<file path="src/rtl/busrec_pkg.sv">
package busrec_pkg;

  // Sequencer level
  typedef enum logic [2:0] {
    ST_IDLE,
    ST_PWR_ON,
    ST_BURST,
    ST_POLL_WAIT,
    ST_POLL_REQ,
    ST_PWR_OFF
  } seq_state_t;

  // Clock burst level
  typedef enum logic [1:0] {
    PH_IDLE,
    PH_HIGH,
    PH_LOW,
    PH_SETTLE
  } burst_phase_t;

endpackage

</file>
<file path="src/rtl/busrec_timer.sv">
module busrec_timer #(
  parameter int W = 8
) (
  input  logic         clk,
  input  logic         rst,
  input  logic         load_i,
  input  logic [W-1:0] limit_i,
  input  logic         tick_i,
  output logic         expired_o
);

  logic [W-1:0] cnt;

  always_ff @(posedge clk) begin
    if (rst) begin
      cnt <= '0;
    end else if (load_i) begin
      cnt <= limit_i;
    end else if (tick_i && cnt != '0) begin
      cnt <= cnt - 1'b1;
    end
  end

  assign expired_o = (cnt == '0);

  // The count only ever moves down between loads (timing of R4 / R7)
  p_no_rewind_r7: assert property (@(posedge clk) disable iff (rst)
    !load_i |=> (cnt <= $past(cnt)));

endmodule

</file>
<file path="src/rtl/busrec_burst.sv">
module busrec_burst
  import busrec_pkg::*;
#(
  parameter int PULSES    = 16,
  parameter int HALF_US   = 5,
  parameter int SETTLE_US = 5
) (
  input  logic clk,
  input  logic rst,
  input  logic go_i,
  input  logic us_tick_i,
  output logic scl_rel_o,
  output logic busy_o,
  output logic done_o
);

  localparam int UMAX = (HALF_US > SETTLE_US) ? HALF_US : SETTLE_US;
  localparam int UW   = $clog2(UMAX + 1);
  localparam int PW   = $clog2(PULSES + 1);
  localparam logic [UW-1:0] HALF_LAST   = UW'(HALF_US - 1);
  localparam logic [UW-1:0] SETTLE_LAST = UW'(SETTLE_US - 1);
  localparam logic [PW-1:0] PULSE_LAST  = PW'(PULSES - 1);

  burst_phase_t  phase;
  logic [UW-1:0] us_cnt;
  logic [PW-1:0] pulse_cnt;

  always_ff @(posedge clk) begin
    if (rst) begin
      phase     <= PH_IDLE;
      us_cnt    <= '0;
      pulse_cnt <= '0;
      scl_rel_o <= 1'b1;
      done_o    <= 1'b0;
    end else begin
      done_o <= 1'b0;
      unique case (phase)
        PH_IDLE: begin
          if (go_i) begin
            phase     <= PH_HIGH;
            us_cnt    <= '0;
            pulse_cnt <= '0;
          end
        end
        PH_HIGH: begin
          if (us_tick_i) begin
            if (us_cnt == HALF_LAST) begin
              us_cnt    <= '0;
              scl_rel_o <= 1'b0;
              phase     <= PH_LOW;
            end else begin
              us_cnt <= us_cnt + 1'b1;
            end
          end
        end
        PH_LOW: begin
          if (us_tick_i) begin
            if (us_cnt == HALF_LAST) begin
              us_cnt    <= '0;
              scl_rel_o <= 1'b1;
              pulse_cnt <= pulse_cnt + 1'b1;
              phase     <= (pulse_cnt == PULSE_LAST) ? PH_SETTLE : PH_HIGH;
            end else begin
              us_cnt <= us_cnt + 1'b1;
            end
          end
        end
        PH_SETTLE: begin
          if (us_tick_i) begin
            if (us_cnt == SETTLE_LAST) begin
              us_cnt <= '0;
              phase  <= PH_IDLE;
              done_o <= 1'b1;
            end else begin
              us_cnt <= us_cnt + 1'b1;
            end
          end
        end
        default: phase <= PH_IDLE;
      endcase
    end
  end

  assign busy_o = (phase != PH_IDLE);

  p_pulse_bound_r2: assert property (@(posedge clk) disable iff (rst)
    pulse_cnt <= PW'(PULSES));

  p_phase_bound_r3: assert property (@(posedge clk) disable iff (rst)
    us_cnt < UW'(UMAX));

  // A rising clock edge always completes a counted pulse
  p_rise_counted_r2: assert property (@(posedge clk) disable iff (rst)
    (busy_o && $rose(scl_rel_o)) |-> (pulse_cnt != '0));

endmodule

</file>
<file path="src/rtl/busrec_seq.sv">
module busrec_seq
  import busrec_pkg::*;
#(
  parameter int          PULSES    = 16,
  parameter int          HALF_US   = 5,
  parameter int          SETTLE_US = 5,
  parameter int          POLL_MAX  = 50,
  parameter int          PWRON_MS  = 10,
  parameter int          PWROFF_MS = 100,
  parameter int          ID_W      = 16,
  parameter int          TAG_W     = 8,
  parameter logic [TAG_W-1:0] ID_TAG = 8'hDC
) (
  input  logic            clk,
  input  logic            rst,
  input  logic            start_i,
  input  logic            was_off_i,
  input  logic            us_tick_i,
  input  logic            ms_tick_i,
  input  logic            poll_ack_i,
  input  logic [ID_W-1:0] poll_id_i,
  output logic            scl_rel_o,
  output logic            sda_rel_o,
  output logic            pwr_up_o,
  output logic            pwr_down_o,
  output logic            poll_req_o,
  output logic            done_o,
  output logic            reinit_o
);

  localparam int MS_MAX = (PWRON_MS > PWROFF_MS) ? PWRON_MS : PWROFF_MS;
  localparam int MW     = $clog2(MS_MAX + 1);
  localparam int PCW    = $clog2(POLL_MAX + 1);
  localparam logic [PCW-1:0] POLL_LAST = PCW'(POLL_MAX - 1);

  seq_state_t     state;
  logic [PCW-1:0] poll_cnt;
  logic           off_flag;
  logic           burst_go;
  logic           burst_busy;
  logic           burst_done;
  logic           tmr_load;
  logic [MW-1:0]  tmr_lim;
  logic           tmr_exp;
  logic           id_ok;

  assign id_ok     = (poll_id_i[ID_W-1 -: TAG_W] == ID_TAG);
  assign sda_rel_o = 1'b1;

  // Timer load is decided in the same cycle as the state change,
  // so the count is ready in the first cycle of the timed state.
  always_comb begin
    tmr_load = 1'b0;
    tmr_lim  = MW'(PWRON_MS);
    unique case (state)
      ST_IDLE:     tmr_load = start_i && was_off_i;
      ST_POLL_REQ: begin
        tmr_load = poll_ack_i && !id_ok && (poll_cnt == POLL_LAST);
        tmr_lim  = MW'(PWROFF_MS);
      end
      ST_PWR_OFF:  tmr_load = tmr_exp;
      default:     tmr_load = 1'b0;
    endcase
  end

  busrec_timer #(.W(MW)) i_ms_timer (
    .clk       (clk),
    .rst       (rst),
    .load_i    (tmr_load),
    .limit_i   (tmr_lim),
    .tick_i    (ms_tick_i),
    .expired_o (tmr_exp)
  );

  busrec_burst #(
    .PULSES    (PULSES),
    .HALF_US   (HALF_US),
    .SETTLE_US (SETTLE_US)
  ) i_burst (
    .clk       (clk),
    .rst       (rst),
    .go_i      (burst_go),
    .us_tick_i (us_tick_i),
    .scl_rel_o (scl_rel_o),
    .busy_o    (burst_busy),
    .done_o    (burst_done)
  );

  always_ff @(posedge clk) begin
    if (rst) begin
      state      <= ST_IDLE;
      poll_cnt   <= '0;
      off_flag   <= 1'b0;
      burst_go   <= 1'b0;
      pwr_up_o   <= 1'b0;
      pwr_down_o <= 1'b0;
      poll_req_o <= 1'b0;
      done_o     <= 1'b0;
      reinit_o   <= 1'b0;
    end else begin
      burst_go   <= 1'b0;
      pwr_up_o   <= 1'b0;
      pwr_down_o <= 1'b0;
      done_o     <= 1'b0;
      unique case (state)
        ST_IDLE: begin
          if (start_i) begin
            reinit_o <= 1'b0;
            off_flag <= was_off_i;
            if (was_off_i) begin
              pwr_up_o <= 1'b1;
              state    <= ST_PWR_ON;
            end else begin
              burst_go <= 1'b1;
              state    <= ST_BURST;
            end
          end
        end
        ST_PWR_ON: begin
          if (tmr_exp) begin
            burst_go <= 1'b1;
            state    <= ST_BURST;
          end
        end
        ST_BURST: begin
          if (burst_done) begin
            poll_cnt <= '0;
            state    <= ST_POLL_WAIT;
          end
        end
        ST_POLL_WAIT: begin
          if (ms_tick_i) begin
            poll_req_o <= 1'b1;
            state      <= ST_POLL_REQ;
          end
        end
        ST_POLL_REQ: begin
          if (poll_ack_i) begin
            poll_req_o <= 1'b0;
            if (id_ok) begin
              done_o   <= 1'b1;
              reinit_o <= off_flag;
              state    <= ST_IDLE;
            end else if (poll_cnt == POLL_LAST) begin
              pwr_down_o <= 1'b1;
              off_flag   <= 1'b1;
              state      <= ST_PWR_OFF;
            end else begin
              poll_cnt <= poll_cnt + 1'b1;
              state    <= ST_POLL_WAIT;
            end
          end
        end
        ST_PWR_OFF: begin
          if (tmr_exp) begin
            pwr_up_o <= 1'b1;
            state    <= ST_PWR_ON;
          end
        end
        default: state <= ST_IDLE;
      endcase
    end
  end

  p_req_hold_r5: assert property (@(posedge clk) disable iff (rst)
    (poll_req_o && !poll_ack_i) |=> poll_req_o);

  p_poll_budget_r5: assert property (@(posedge clk) disable iff (rst)
    poll_cnt < PCW'(POLL_MAX));

  p_done_pulse_r8: assert property (@(posedge clk) disable iff (rst)
    done_o |=> !done_o);

  p_scl_idle_r2: assert property (@(posedge clk) disable iff (rst)
    (state != ST_BURST && !burst_busy) |-> scl_rel_o);

  p_down_after_poll_r7: assert property (@(posedge clk) disable iff (rst)
    pwr_down_o |-> $past(poll_ack_i));

  p_power_excl_r4: assert property (@(posedge clk) disable iff (rst)
    !(pwr_up_o && pwr_down_o));

endmodule

</file>
<file path="config.mk">
export PLATFORM = sky130hd
export DESIGN_NAME = busrec_seq
export DESIGN_NICKNAME = d
export VERILOG_FILES = /design/src/rtl/busrec_pkg.sv /design/src/rtl/busrec_timer.sv /design/src/rtl/busrec_burst.sv /design/src/rtl/busrec_seq.sv
export SDC_FILE = /design/constraint.sdc
export NUM_CORES = 1
export LEC_CHECK = 0
export BUFFER_PORTS_ARGS = -buffer_cell sky130_fd_sc_hd__buf_2
export CORE_MARGIN = 1
export CORE_UTILIZATION = 46
export CTS_BUF_LIST = sky130_fd_sc_hd__clkbuf_8
export DETAILED_ROUTE_END_ITERATION = 10
export GPL_TIMING_DRIVEN = 0
export PLACE_DENSITY = 0.7
export SYNTH_ARGS = -nofsm -noshare
export SYNTH_HDL_FRONTEND = slang
export SYNTH_SLANG_ARGS = --single-unit
</file>
<file path="constraint.sdc">
create_clock -name clk -period 2 [get_ports clk]
set_input_delay 0.2 -clock clk [delete_from_list [all_inputs] [get_ports clk]]
set_output_delay 0.2 -clock clk [all_outputs]
set_load 0.1 [all_outputs]
</file>
# == After elaboration in Yosys (flattened, before gate mapping) ==
# Index checks and enable logic that the tools add are counted.
# totals
regBits,35
in_bits,23
output_inout_bits,7
word_cells,144
# op_classes
add_sub_neg,4
eq_ne,30
n_mux,63
bitwise_logic,4
reduce_logical,28
# ops
cell,n
$mux 3,11
$ne 2x2->1 const B,13
$mux 6,4
$mux 1,21
$mux 7,3
$mux 2,9
$pmux 3 s6,1
$mux 5,3
$reduce_and 5->1,3
$pmux 1 s2,6
$pmux 6 s2,1
$reduce_bool 2->1,6
$ne 2x1->1 const B,5
$pmux 5 s2,1
$eq 3x3->1 const B,3
$reduce_or 3->1,3
$eq 8x8->1 const B,1
$pmux 2 s4,1
$reduce_and 4->1,2
$logic_not 7->1,1
$reduce_and 7->1,1
$reduce_bool 7->1,1
$sub 7x1->7 const B,1
$add 6x1->6 const B,1
19 further kinds,27

# == Longest topological paths before layout ==
# Gate-level depths: netlist of the first run.
# logic_depth
word_depth,6
mapped_depth,7
mapped_depth_nobuf,7

# == Hierarchy ==
# A second synthesis of the first run with hierarchy kept.
# unflattened
cells_unflattened,238
area_unflattened_um2,2078.2
# by_module_without_submodules
module,instances,cells_each,area_each_um2,seq_area_each_um2
busrec_seq,1,114,962.2,320.3
busrec_burst,1,76,696.9,240.2
busrec_timer,1,48,419.2,140.1

# == Worst setup path before layout of the first run ==
# No wires, ideal clock.
# synth_timing
path_type,register to register
startpoint,reg poll_cnt[0]
endpoint,reg i_ms_timer.cnt[2]
setup_time_ns,0.074
t_arrival_ns,1.565
t_required_ns,1.926
slack_ns,0.361
path_stages_with_launch,6
n_path_buf,0
period_less_slack_ns,1.639
cell_sequence,dfxtp_1 ha_1 nand2_1 or4_4 or4_4 o21ai_0
# synth_via
elab_chain_len,4
word_cells_on_any_way,5
classes_between,eq/ne: 1; mux: 2; reduce/logical: 2
# synth_lines
item,line,source
from (decl),busrec_seq.sv:37,logic [PCW-1:0] poll_cnt;
from (signal assigned),busrec_seq.sv:149,poll_cnt <= poll_cnt + 1'b1;
$eq 6x6->1 (*),busrec_seq.sv:58,tmr_load = poll_ack_i && !id_ok && (poll_cnt == POLL_LAST);
$logic_and 1x1->1 (*),busrec_seq.sv:58,
$pmux 1 s3 (*),busrec_seq.sv:55,unique case (state)
$mux 7 or $reduce_bool 2->1 (tied branches),-,
to (signal assigned),busrec_timer.sv:18,cnt <= limit_i;
to (signal assigned),busrec_timer.sv:20,cnt <= cnt - 1'b1;
to (decl),busrec_timer.sv:12,logic [W-1:0] cnt;
# Mark *: on every way between the ends. The rest lies on a longest branch, timed or not.
# A chain may end at the register's enable or synchronous reset.

# == Final worst setup path of the first run ==
# layout_timing
startpoint,reg i_ms_timer.cnt[0]
endpoint,reg i_ms_timer.cnt[1]
# layout_via
elab_chain_len,3
word_cells_on_any_way,8
classes_between,add/sub: 1; mux: 3; reduce/logical: 4
# layout_lines
item,line,source
$sub 7x1->7 (tied with other cells),busrec_timer.sv:20,
$mux 7 (tied with other cells),busrec_timer.sv:19,end else if (tick_i && cnt != '0) begin
$mux 7 or $reduce_bool 2->1 (tied branches),-,
# Parallel ways exist; a longest one is shown, timed or not. The select of a mux whose other input is x is not followed.

==> flow_summary.json, run 1 <==
{
  "synth_top_area_cell": "dfxtp_1",
  "post-dp-hpwl_mm": 2.66,
  "dieArea_sq_um": 4220,
  "r2r_cells": 7,
  "rows": 22,
  "power_leakage_nw": 0.805,
  "power_density_nw_per_um2": 1060,
  "cap_violations": 0,
  "drt_pre_antenna_iters": 5,
  "peakVddDrop_mv": 0.600,
  "post_cts_buffers": 0,
  "crit_required_ps": 2170,
  "clock_sinks": 35,
  "cts_tree": "done",
  "gr-total-overflow": 0,
  "min_path_type": "input port to flop",
  "worstSetupStartpointType": "flop",
  "syn_area_sq_um": 1830,
  "synth.avg_cell_area_sq_um": 7.97,
  "die_h_um": 65.0,
  "sw_frac_of_total_pct": 36.6,
  "worst-setup-path-type": "flop to flop",
  "final_cell_area_sq_um": 2060,
  "ys_top_cells_by_area": "dfxtp_1 38%, nor2_1 5.6%, a21oi_1 5.5%",
  "finalSetupViolCount": 0,
  "synth-seq-cells": 35,
  "nets": 286,
  "first_global_vias": 1365,
  "ant_nets": 0,
  "p_comb_share_pct": 39.1,
  "drt_iter0_drc": 125,
  "syn-num-nets": 259,
  "fin_crit_ps": 1770,
  "p_total_w": 0.00218,
  "synth_top_area_share_pct": 38.4,
  "cts_resized": 0,
  "drt-wirelength-per-cell_um": 11.6,
  "io_pins": 30,
  "grt_pass1_wl_mm": 6.00,
  "antenna_found_initial": 0,
  "cp_max_fo": 9,
  "grtUsageTotal_pct": 18.6,
  "place.gp.congestion": 0.809,
  "synth.distinct_cells": 44,
  "cp_data_arrival_time_ps": 1950,
  "io_buffers": 20,
  "end_kind": "flop",
  "final_cell_mix": "35 x dfxtp_1, 27 x nor2_1, 22 x buf_2",
  "cts.clk_slew.worst_paths_ps": 70,
  "max_freq_mhz": 564,
  "antennaDiodeCount": 0,
  "rsz0062_at_grt": "no",
  "grt_max_degree": 11,
  "finalMaxSlewViolations": 0,
  "fin_setup_tns_ps": 0,
  "drive_above_1_share_pct": 14.5,
  "fp.dieW_um": 65.0,
  "finalHoldViolCount": 0,
  "routed_via_density": 5.32,
  "synth.yosys.seq_area_share_pct": 38.4,
  "via_count": 1611,
  "clkLatencyLatePin_ps": 280,
  "core_sq_um": 3740,
  "cts_hold_buf": 0,
  "placed_area_sq_um": 1990,
  "area_delta_synth_final_pct": 12.7,
  "yosys_warnings": 0,
  "post-route-util_pct": 55.0,
  "p_int_w": 0.00138,
  "layout_commonest_cell": "dfxtp_1",
  "cts_buffer_depth": 2,
  "root_buffer": "clkbuf_8",
  "power.share.clock_pct": 20.7,
  "p_switching_w": 0.000796,
  "status": "finished clean",
  "htreeDepth": 2,
  "p_seq_share_pct": 40.1,
  "start_util_pct": 48.8,
  "drc": 0,
  "hold_depth": 3,
  "syn-instance-count": 229,
  "finalClockSkew_ps": 5.23,
  "finalWirelength_mm": 3.53,
  "numCtsBuffers": 5,
  "period_share_pct": 88.6
}
==> per-stage QoR <==
stage	instances	hold slack (ps)	worst slack (ps)
6_report	303	208	228
3_5_place_dp	297	475	248
4_1_cts	303	208	235
3_3_place_gp	297	470	204
2_1_floorplan	229	296	361
5_1_grt	303	208	21.9
==> cell usage after synthesis (all sizes together) <==
| master | n |
|---|---|
| nand2 | 21 |
| o31ai | 1 |
| inv | 11 |
| nand2b | 5 |
| xor2 | 4 |
| ha | 7 |
| o2bb2ai | 1 |
| conb | 1 |
| nand4b | 1 |
| nor2 | 27 |
| a31oi | 4 |
| nand3 | 4 |
| nor4b | 1 |
| nor3 | 8 |
| xnor2 | 2 |
| o221ai | 1 |
| a2111oi | 2 |
| or4 | 3 |
| nor2b | 7 |
| a21oi | 20 |
| a21o | 3 |
| a32oi | 2 |
| or2 | 3 |
| nand3b | 2 |
| and4bb | 1 |
| nor4 | 2 |
| o41ai | 1 |
| nand4 | 3 |
| or3b | 1 |
| mux2i | 3 |
| or3 | 6 |
| and3 | 1 |
| a2bb2oi | 1 |
| clkbuf | 5 |
| and2 | 3 |
| and4b | 1 |
| nor3b | 2 |
| buf | 4 |
| dfxtp | 35 |
| nand4bb | 1 |
| o21ai | 18 |
==> worst max-delay path: stages (launching register included) <==
cell	delay [ps]
dfxtp_1	330
inv_1	60
ha_1	220
and4b_1	180
clkbuf_1	190
a32oi_1	380
nor2_1	130
a21o_1	170
==> area by class of cell <==
class | instances | area (sq um)
Tap cell | 48 | 60.1
Buffer | 9 | 43.8
Sequential cell | 35 | 701
Timing Repair Buffer | 20 | 100
Clock inverter | 1 | 3.75
Inverter | 11 | 41.3
Fill cell | 358 | 1690
Clock buffer | 5 | 68.8
Multi-Input combinational cell | 174 | 1040
==> flip-flops by register name, summed over array words and instances (netlist names), 2 cells and up <==
register and cells:
i_ms_timer.cnt 7, poll_cnt 6, i_burst.pulse_cnt 5, i_burst.us_cnt 3
state 3, i_burst.phase 2
==> path summary, 6_finish.rpt <==
| path | from | end | slack, ps |
|---|---|---|---|
| setup / recovery | i_ms_timer.cnt[0]$_SDFFE_PP0P_ | i_ms_timer.cnt[1]$_SDFFE_PP0P_ | 230 |
| hold / removal | was_off_i | off_flag$_SDFFE_PP0P_ | 210 |
| setup reg to reg | i_ms_timer.cnt[0]$_SDFFE_PP0P_ | i_ms_timer.cnt[1]$_SDFFE_PP0P_ | 230 |
| hold reg to reg | i_ms_timer.cnt[6]$_SDFFE_PP0P_ | i_ms_timer.cnt[6]$_SDFFE_PP0P_ | 480 |
==> per-layer routing <==
metal	wire length [um]	GRT usage, %
met1	1820	25.5
met2	1490	27.7
met3	176	5.28
met4	48	5.83
met5	0	0
==> power by group through the flow <==
stage | clock network (W) | logic [W] | registers [W]
floorplan | 0 | 0.000670 | 0.000902
detailed placement | 0 | 0.000838 | 0.000888
global placement | 0 | 0.000849 | 0.000885
CTS | 0.000467 | 0.000844 | 0.000872
global route | 0.000496 | 0.000960 | 0.000891
finish | 0.000451 | 0.000851 | 0.000873
==> kinds of logic (layout without fill, tap and decap cells) <==
kind of cell | after synthesis | after routing | share of synthesized area, %
AO/OA/AOI/OAI | 54 | 54 | 17.3
XOR/XNOR | 6 | 6 | 2.88
adder cells (fa/ha/maj) | 7 | 7 | 4.80
buffers and inverters | 20 | 46 | 4.66
flip-flops | 35 | 35 | 38.4
multiplexers | 3 | 3 | 1.65
other | 1 | 1 | 0.205
AND/OR/NAND/NOR | 103 | 103 | 30.2
(Power assumes the default switching activity.)
==> inputs of run 2 (changes only) <==
--- a/config.mk
+++ b/config.mk
@@ -6,7 +6,7 @@
 export NUM_CORES = 1
 export LEC_CHECK = 0
 export BUFFER_PORTS_ARGS = -buffer_cell sky130_fd_sc_hd__buf_2
-export CORE_MARGIN = 1
+export CORE_MARGIN = 2
 export CORE_UTILIZATION = 46
 export CTS_BUF_LIST = sky130_fd_sc_hd__clkbuf_8
 export DETAILED_ROUTE_END_ITERATION = 10
==> run 2 against run 1 <==
Compared with the run above: sequential power hardly changed; highest routed layer unchanged; largest cell class unchanged; via count is 2.4% higher; sequential share of layout area is 0.16 points lower; cell area is 0.49% higher; clock skew is 1.9 ps lower.
==> flow_summary.json, run 2 (synthesis gave the netlist of run 1 again) <==
{
  "clkLatencyLatePin_ps": 290,
  "drc": 0,
  "period_share_pct": 90.7,
  "placed_area_sq_um": 1990,
  "power.share.clock_pct": 21.3,
  "cts_buffer_depth": 2,
  "clock_sinks": 35,
  "power_density_nw_per_um2": 1070,
  "p_comb_share_pct": 39.3,
  "power_leakage_nw": 0.814,
  "p_seq_share_pct": 39.4,
  "finalWirelength_mm": 3.62,
  "numCtsBuffers": 5,
  "min_path_type": "input port to flop",
  "p_int_w": 0.00139,
  "largest_registers": "i_ms_timer.cnt x7, poll_cnt x6, i_burst.pulse_cnt x5",
  "reg2reg_slack_ps": 190,
  "dieArea_sq_um": 4490,
  "drt-wirelength-per-cell_um": 11.9,
  "io_buffers": 20,
  "die_h_um": 67.0,
  "layout_commonest_cell": "dfxtp_1",
  "grtUsageTotal_pct": 18.2,
  "r2r_end": "i_ms_timer.cnt[1]$_SDFFE_PP0P_",
  "rows": 22,
  "drive_above_1_share_pct": 14.8,
  "post-dp-hpwl_mm": 2.76,
  "fin_setup_tns_ps": 0,
  "grt_max_degree": 11,
  "post_cts_buffers": 0,
  "place.gp.congestion": 0.806,
  "r2r-start": "i_ms_timer.cnt[0]$_SDFFE_PP0P_",
  "gr-total-overflow": 0,
  "antennaDiodeCount": 0,
  "max_slew_margin_pct": 65.1,
  "drt_iter0_drc": 101,
  "root_buffer": "clkbuf_8",
  "p_switching_w": 0.000827,
  "crit_required_ps": 2180,
  "rsz0062_at_grt": "no",
  "status": "finished clean",
  "fillerInstances": 388,
  "worstHoldStart": "rst",
  "final_cell_area_sq_um": 2070,
  "cp_max_fo": 9,
  "finalSetupViolCount": 0,
  "finalHoldViolCount": 0,
  "ant_nets": 0,
  "end_kind": "flop",
  "final_cell_mix": "35 x dfxtp_1, 27 x nor2_1, 22 x buf_2",
  "cp_data_arrival_time_ps": 2000,
  "cap_violations": 0,
  "antenna_found_initial": 0,
  "fin_crit_ps": 1810,
  "largest_register_ffs": 7,
  "core_sq_um": 3740,
  "start_util_pct": 48.8,
  "holdPathEnd": "pwr_up_o$_SDFF_PP0_",
  "finalMaxSlewViolations": 0,
  "nets": 286,
  "htreeDepth": 2,
  "finalClockSkew_ps": 3.33,
  "drt_pre_antenna_iters": 4,
  "r2r_cells": 7,
  "hold_depth": 2,
  "peakVddDrop_mv": 0.543,
  "fp.dieW_um": 67.0,
  "io_pins": 30,
  "tightest_slew_ps": 524,
  "area_delta_synth_final_pct": 13.3,
  "routed_via_density": 5.41,
  "slowest_delay_ps": 400,
  "crit_slowest_cell": "a32oi_1",
  "first_global_vias": 1366,
  "largest-register": "i_ms_timer.cnt",
  "worst-setup-path-type": "flop to flop",
  "max_freq_mhz": 551,
  "cts.clk_slew.worst_paths_ps": 60,
  "grt_pass1_wl_mm": 6.02,
  "worstSetupStartpointType": "flop",
  "sw_frac_of_total_pct": 37.3,
  "via_count": 1649,
  "cts_tree": "done",
  "path_cells": "inv_1 > ha_1 > and4b_1 > clkbuf_1 > a32oi_1 > nor2_1 > a21o_1"
}
-- run 2: cell count changes in the layout (fill, tap and decap cells not counted), sizes merged --
cell	before	now
clkinv	0	1
inv	12	13
-- run 2: power by group through the flow --
stage / sequential (W) / clock (W) / combinational, W
after CTS: 0.000875 / 0.000496 / 0.000863
after global placement: 0.000885 / 0 / 0.000852
final: 0.000874 / 0.000473 / 0.000870
after global routing: 0.000889 / 0.000523 / 0.000987
after floorplan: 0.000902 / 0 / 0.000670
after detailed placement: 0.000890 / 0 / 0.000860
-- run 2: area by class of cell --
cell class              count  area, sq um  share of cell area, %
plain buffers               9         43.8                   2.12
inverters                  11         41.3                   2.00
clock inverters             3         12.5                  0.605
repair buffers             20          100                   4.84
multi-input cells         174         1040                   50.3
clock buffers               5         68.8                   3.33
well taps                  48         60.1                   2.90
flip-flops and latches     35          701                   33.9
-- run 2: worst max path at each step --
stage,end,cells past startpoint,start,slack (ps)
6_report,i_ms_timer.cnt[1]$_SDFFE_PP0P_,7,i_ms_timer.cnt[0]$_SDFFE_PP0P_,190
5_1_grt,i_ms_timer.cnt[5]$_SDFFE_PP0P_,7,i_ms_timer.cnt[0]$_SDFFE_PP0P_,30
4_1_cts,state[0]$_SDFFE_PP0P_,7,i_ms_timer.cnt[0]$_SDFFE_PP0P_,150
3_5_place_dp,state[0]$_SDFFE_PP0P_,7,i_ms_timer.cnt[0]$_SDFFE_PP0P_,200
3_3_place_gp,state[0]$_SDFFE_PP0P_,7,i_ms_timer.cnt[0]$_SDFFE_PP0P_,160
2_1_floorplan,i_ms_timer.cnt[2]$_SDFFE_PP0P_,5,poll_cnt[0]$_SDFFE_PP0P_,360
-- run 2: metal layers --
| layer | vias to the layer above | share of wire (%) | track usage [%] |
|---|---|---|---|
| li1 | 859 | - | - |
| met1 | 749 | 51 | 24.7 |
| met2 | 34 | 42 | 25.5 |
| met3 | 7 | 5.4 | 6.25 |
| met4 | 0 | 1.9 | 8.42 |
| met5 | - | 0 | 0 |
-- run 2: repair_timing --
item	in CTS	in global routing
resized for setup	0	1
hold buffers	0	0
setup endpoints to repair	0	1
-- run 2: per-stage QoR --
step / power [W] / setup slack (ps) / std cells / util, % / hold WS (ps)
detailed placement: 0.00175 / 199 / 297 / 53.0 / 473
floorplan: 0.00157 / 361 / 229 / - / 296
global placement: 0.00174 / 160 / 297 / 53.0 / 472
finish: 0.00222 / 185 / 305 / 55.2 / 209
global route: 0.00240 / 33.2 / 305 / 55.2 / 217
CTS: 0.00223 / 148 / 305 / 55.2 / 207
-- run 2: worst max-delay path, delay by kind of cell, from the launching register on --
| kind | cells | cell delay (ps) |
|---|---|---|
| AOI/OAI and AO/OA | 2 | 570 |
| DFF | 1 | 320 |
| adders and majority gates | 1 | 230 |
| buffers and inverters | 2 | 270 |
| and+or+nand+nor | 2 | 320 |
==> inputs of run 3 (changes only) <==
--- a/config.mk
+++ b/config.mk
@@ -6,12 +6,15 @@
 export NUM_CORES = 1
 export LEC_CHECK = 0
 export BUFFER_PORTS_ARGS = -buffer_cell sky130_fd_sc_hd__buf_2
+export CELL_PAD_IN_SITES_DETAIL_PLACEMENT = 0
+export CELL_PAD_IN_SITES_GLOBAL_PLACEMENT = 1
 export CORE_MARGIN = 2
-export CORE_UTILIZATION = 46
+export CORE_UTILIZATION = 43
 export CTS_BUF_LIST = sky130_fd_sc_hd__clkbuf_8
 export DETAILED_ROUTE_END_ITERATION = 10
 export GPL_TIMING_DRIVEN = 0
-export PLACE_DENSITY = 0.7
+export HOLD_SLACK_MARGIN = 0.12
+export PLACE_DENSITY = 0.85
 export SYNTH_ARGS = -nofsm -noshare
 export SYNTH_HDL_FRONTEND = slang
 export SYNTH_SLANG_ARGS = --single-unit
==> run 3 against run 2 <==
Compared with the run above: global-route usage shrank 0.81 points; fmax shrank 1.8%; largest cell class unchanged; hold slack improved by 10 ps; sequential share of layout area decreased by 0.32 points; die area up 6.6%; clock power rose by 17%; register-to-register slack lost 30 ps; critical endpoint is now i_ms_timer.cnt[5]$_SDFFE_PP0P_; clock skew fell by 1.0 ps; sequential cell count did not move; sequential power is essentially flat; worst setup slack got worse by 33 ps.
==> flow_summary.json, run 3 (synthesis gave the netlist of run 1 again) <==
{
  "grt_max_degree": 11,
  "r2r-start": "state[0]$_SDFFE_PP0P_",
  "r2r_cells": 5,
  "largest_register_ffs": 7,
  "drc": 0,
  "fillerInstances": 411,
  "finalClockSkew_ps": 2.33,
  "clock_sinks": 35,
  "rsz0062_at_grt": "no",
  "finalHoldViolCount": 0,
  "post_cts_buffers": 0,
  "dp_slack_ps": 180,
  "clkLatencyLatePin_ps": 280,
  "largest-register": "i_ms_timer.cnt",
  "rows": 23,
  "cts.clk_slew.worst_paths_ps": 70,
  "nets": 286,
  "path_buf_inv": 1,
  "numCtsBuffers": 5,
  "dieArea_sq_um": 4780,
  "routed_via_density": 5.29,
  "critPathCapture": "i_ms_timer.cnt[5]$_SDFFE_PP0P_",
  "first_global_vias": 1629,
  "die_h_um": 69.2,
  "power_leakage_nw": 0.819,
  "grt_pass1_wl_mm": 6.87,
  "finalWirelength_mm": 3.86,
  "place.gp.congestion": 0.791,
  "fin_setup_tns_ps": 0,
  "fp.dieW_um": 69.2,
  "status": "finished clean",
  "crit_start": "state[0]$_SDFFE_PP0P_",
  "cp_max_fo": 10,
  "layout_commonest_cell": "dfxtp_1",
  "cts_buffer_depth": 2,
  "max_freq_mhz": 541,
  "cap_violations": 0,
  "path_cells": "clkbuf_1 > nor3b_1 > nand2_1 > or4_4 > o21ai_0",
  "finalSetupViolCount": 0,
  "drt_pre_antenna_iters": 4,
  "fin_crit_ps": 1850,
  "final_cell_mix": "35 x dfxtp_1, 27 x nor2_1, 22 x buf_2",
  "fin_ws_ps": 152,
  "slowest_delay_ps": 560,
  "largest_registers": "i_ms_timer.cnt x7, poll_cnt x6, i_burst.pulse_cnt x5",
  "peakVddDrop_mv": 0.492,
  "finalMaxSlewViolations": 0,
  "r2r_end": "i_ms_timer.cnt[5]$_SDFFE_PP0P_",
  "io_pins": 30,
  "antennaDiodeCount": 0,
  "worstHoldStart": "was_off_i",
  "cp_data_arrival_time_ps": 2060,
  "gr-total-overflow": 0,
  "area_delta_synth_final_pct": 14.4,
  "power_density_nw_per_um2": 1100,
  "core_sq_um": 4030,
  "min_path_type": "input port to flop",
  "drt_iter0_drc": 60,
  "crit_family": "simple AND/OR/NAND/NOR gates",
  "period_share_pct": 92.4,
  "worstSetupStartpointType": "flop",
  "p_total_w": 0.00231,
  "ant_nets": 0,
  "root_buffer": "clkbuf_8",
  "worst-setup-path-type": "flop to flop",
  "htreeDepth": 2,
  "cts_resized": 0,
  "via_count": 1624,
  "antenna_found_initial": 0,
  "grtUsageTotal_pct": 17.4,
  "cp.depth": 5,
  "cts_tree": "done",
  "start_util_pct": 45.3,
  "post-dp-hpwl_mm": 2.89,
  "crit_required_ps": 2210,
  "drive_above_1_share_pct": 15.2,
  "crit_slowest_cell": "or4_4",
  "io_buffers": 20,
  "cts_hold_buf": 0,
  "drt-wirelength-per-cell_um": 12.6,
  "reg2reg_slack_ps": 150,
  "end_kind": "flop"
}
run 3: cell count changes in the layout (fill, tap and decap cells not counted):
cell,delta
inv_1,-1
a2111oi_1,-1
a2111oi_0,+1
clkinv_2,-1
clkbuf_8,+2
run 3: layer usage:
metal / track usage, % / wire length (um) / vias to the layer above
met2: 30.6 / 1850 / 24
met3: 4.09 / 142 / 5
met1: 20.9 / 1820 / 738
met4: 5.23 / 44 / 0
met5: 0 / 0 / -
li1: - / - / 857
run 3: where the power goes:
part | total, W | switching [W] | internal [W] | leakage [nW]
logic | 0.000879 | 0.000528 | 0.000351 | 0.480
registers | 0.000877 | 0.0000743 | 0.000802 | 0.284
clock network | 0.000552 | 0.000243 | 0.000309 | 0.0557
total | 0.00231 | 0.000845 | 0.00146 | 0.819
run 3: cell type report:
cell class | count | area [sq um] | area share [%]
clock inverter | 1 | 3.75 | 0.180
timing repair buffer | 20 | 100 | 4.79
sequential | 35 | 701 | 33.6
inverter | 11 | 41.3 | 1.98
clock buffer | 7 | 96.3 | 4.61
buffer | 9 | 43.8 | 2.10
multi-input combinational | 174 | 1040 | 49.8
tap | 50 | 62.6 | 3.00
run 3: worst min-delay path, cell delays in order:
cell and delay (ps):
buf_2 120, nand2_1 70, a21oi_1 60
run 3: stage by stage:
stage          cell area [sq um]  instances  hold slack [ps]  utilization (%)
2_1_floorplan               1830        229              296                -
3_3_place_gp                1990        299              458             49.3
3_5_place_dp                1990        299              469             49.3
4_1_cts                     2090        307              222             51.8
5_1_grt                     2090        307              229             51.8
6_report                    2090        307              219             51.8
run 3: worst min path at each step:
stage	endpoint	slack [ps]	cells after the start
final	off_flag$_SDFFE_PP0P_	220	3
after detailed placement	i_ms_timer.cnt[6]$_SDFFE_PP0P_	470	2
after CTS	off_flag$_SDFFE_PP0P_	220	3
after global routing	off_flag$_SDFFE_PP0P_	230	3
after global placement	i_ms_timer.cnt[6]$_SDFFE_PP0P_	460	2
after floorplan	pwr_up_o$_SDFF_PP0_	300	1
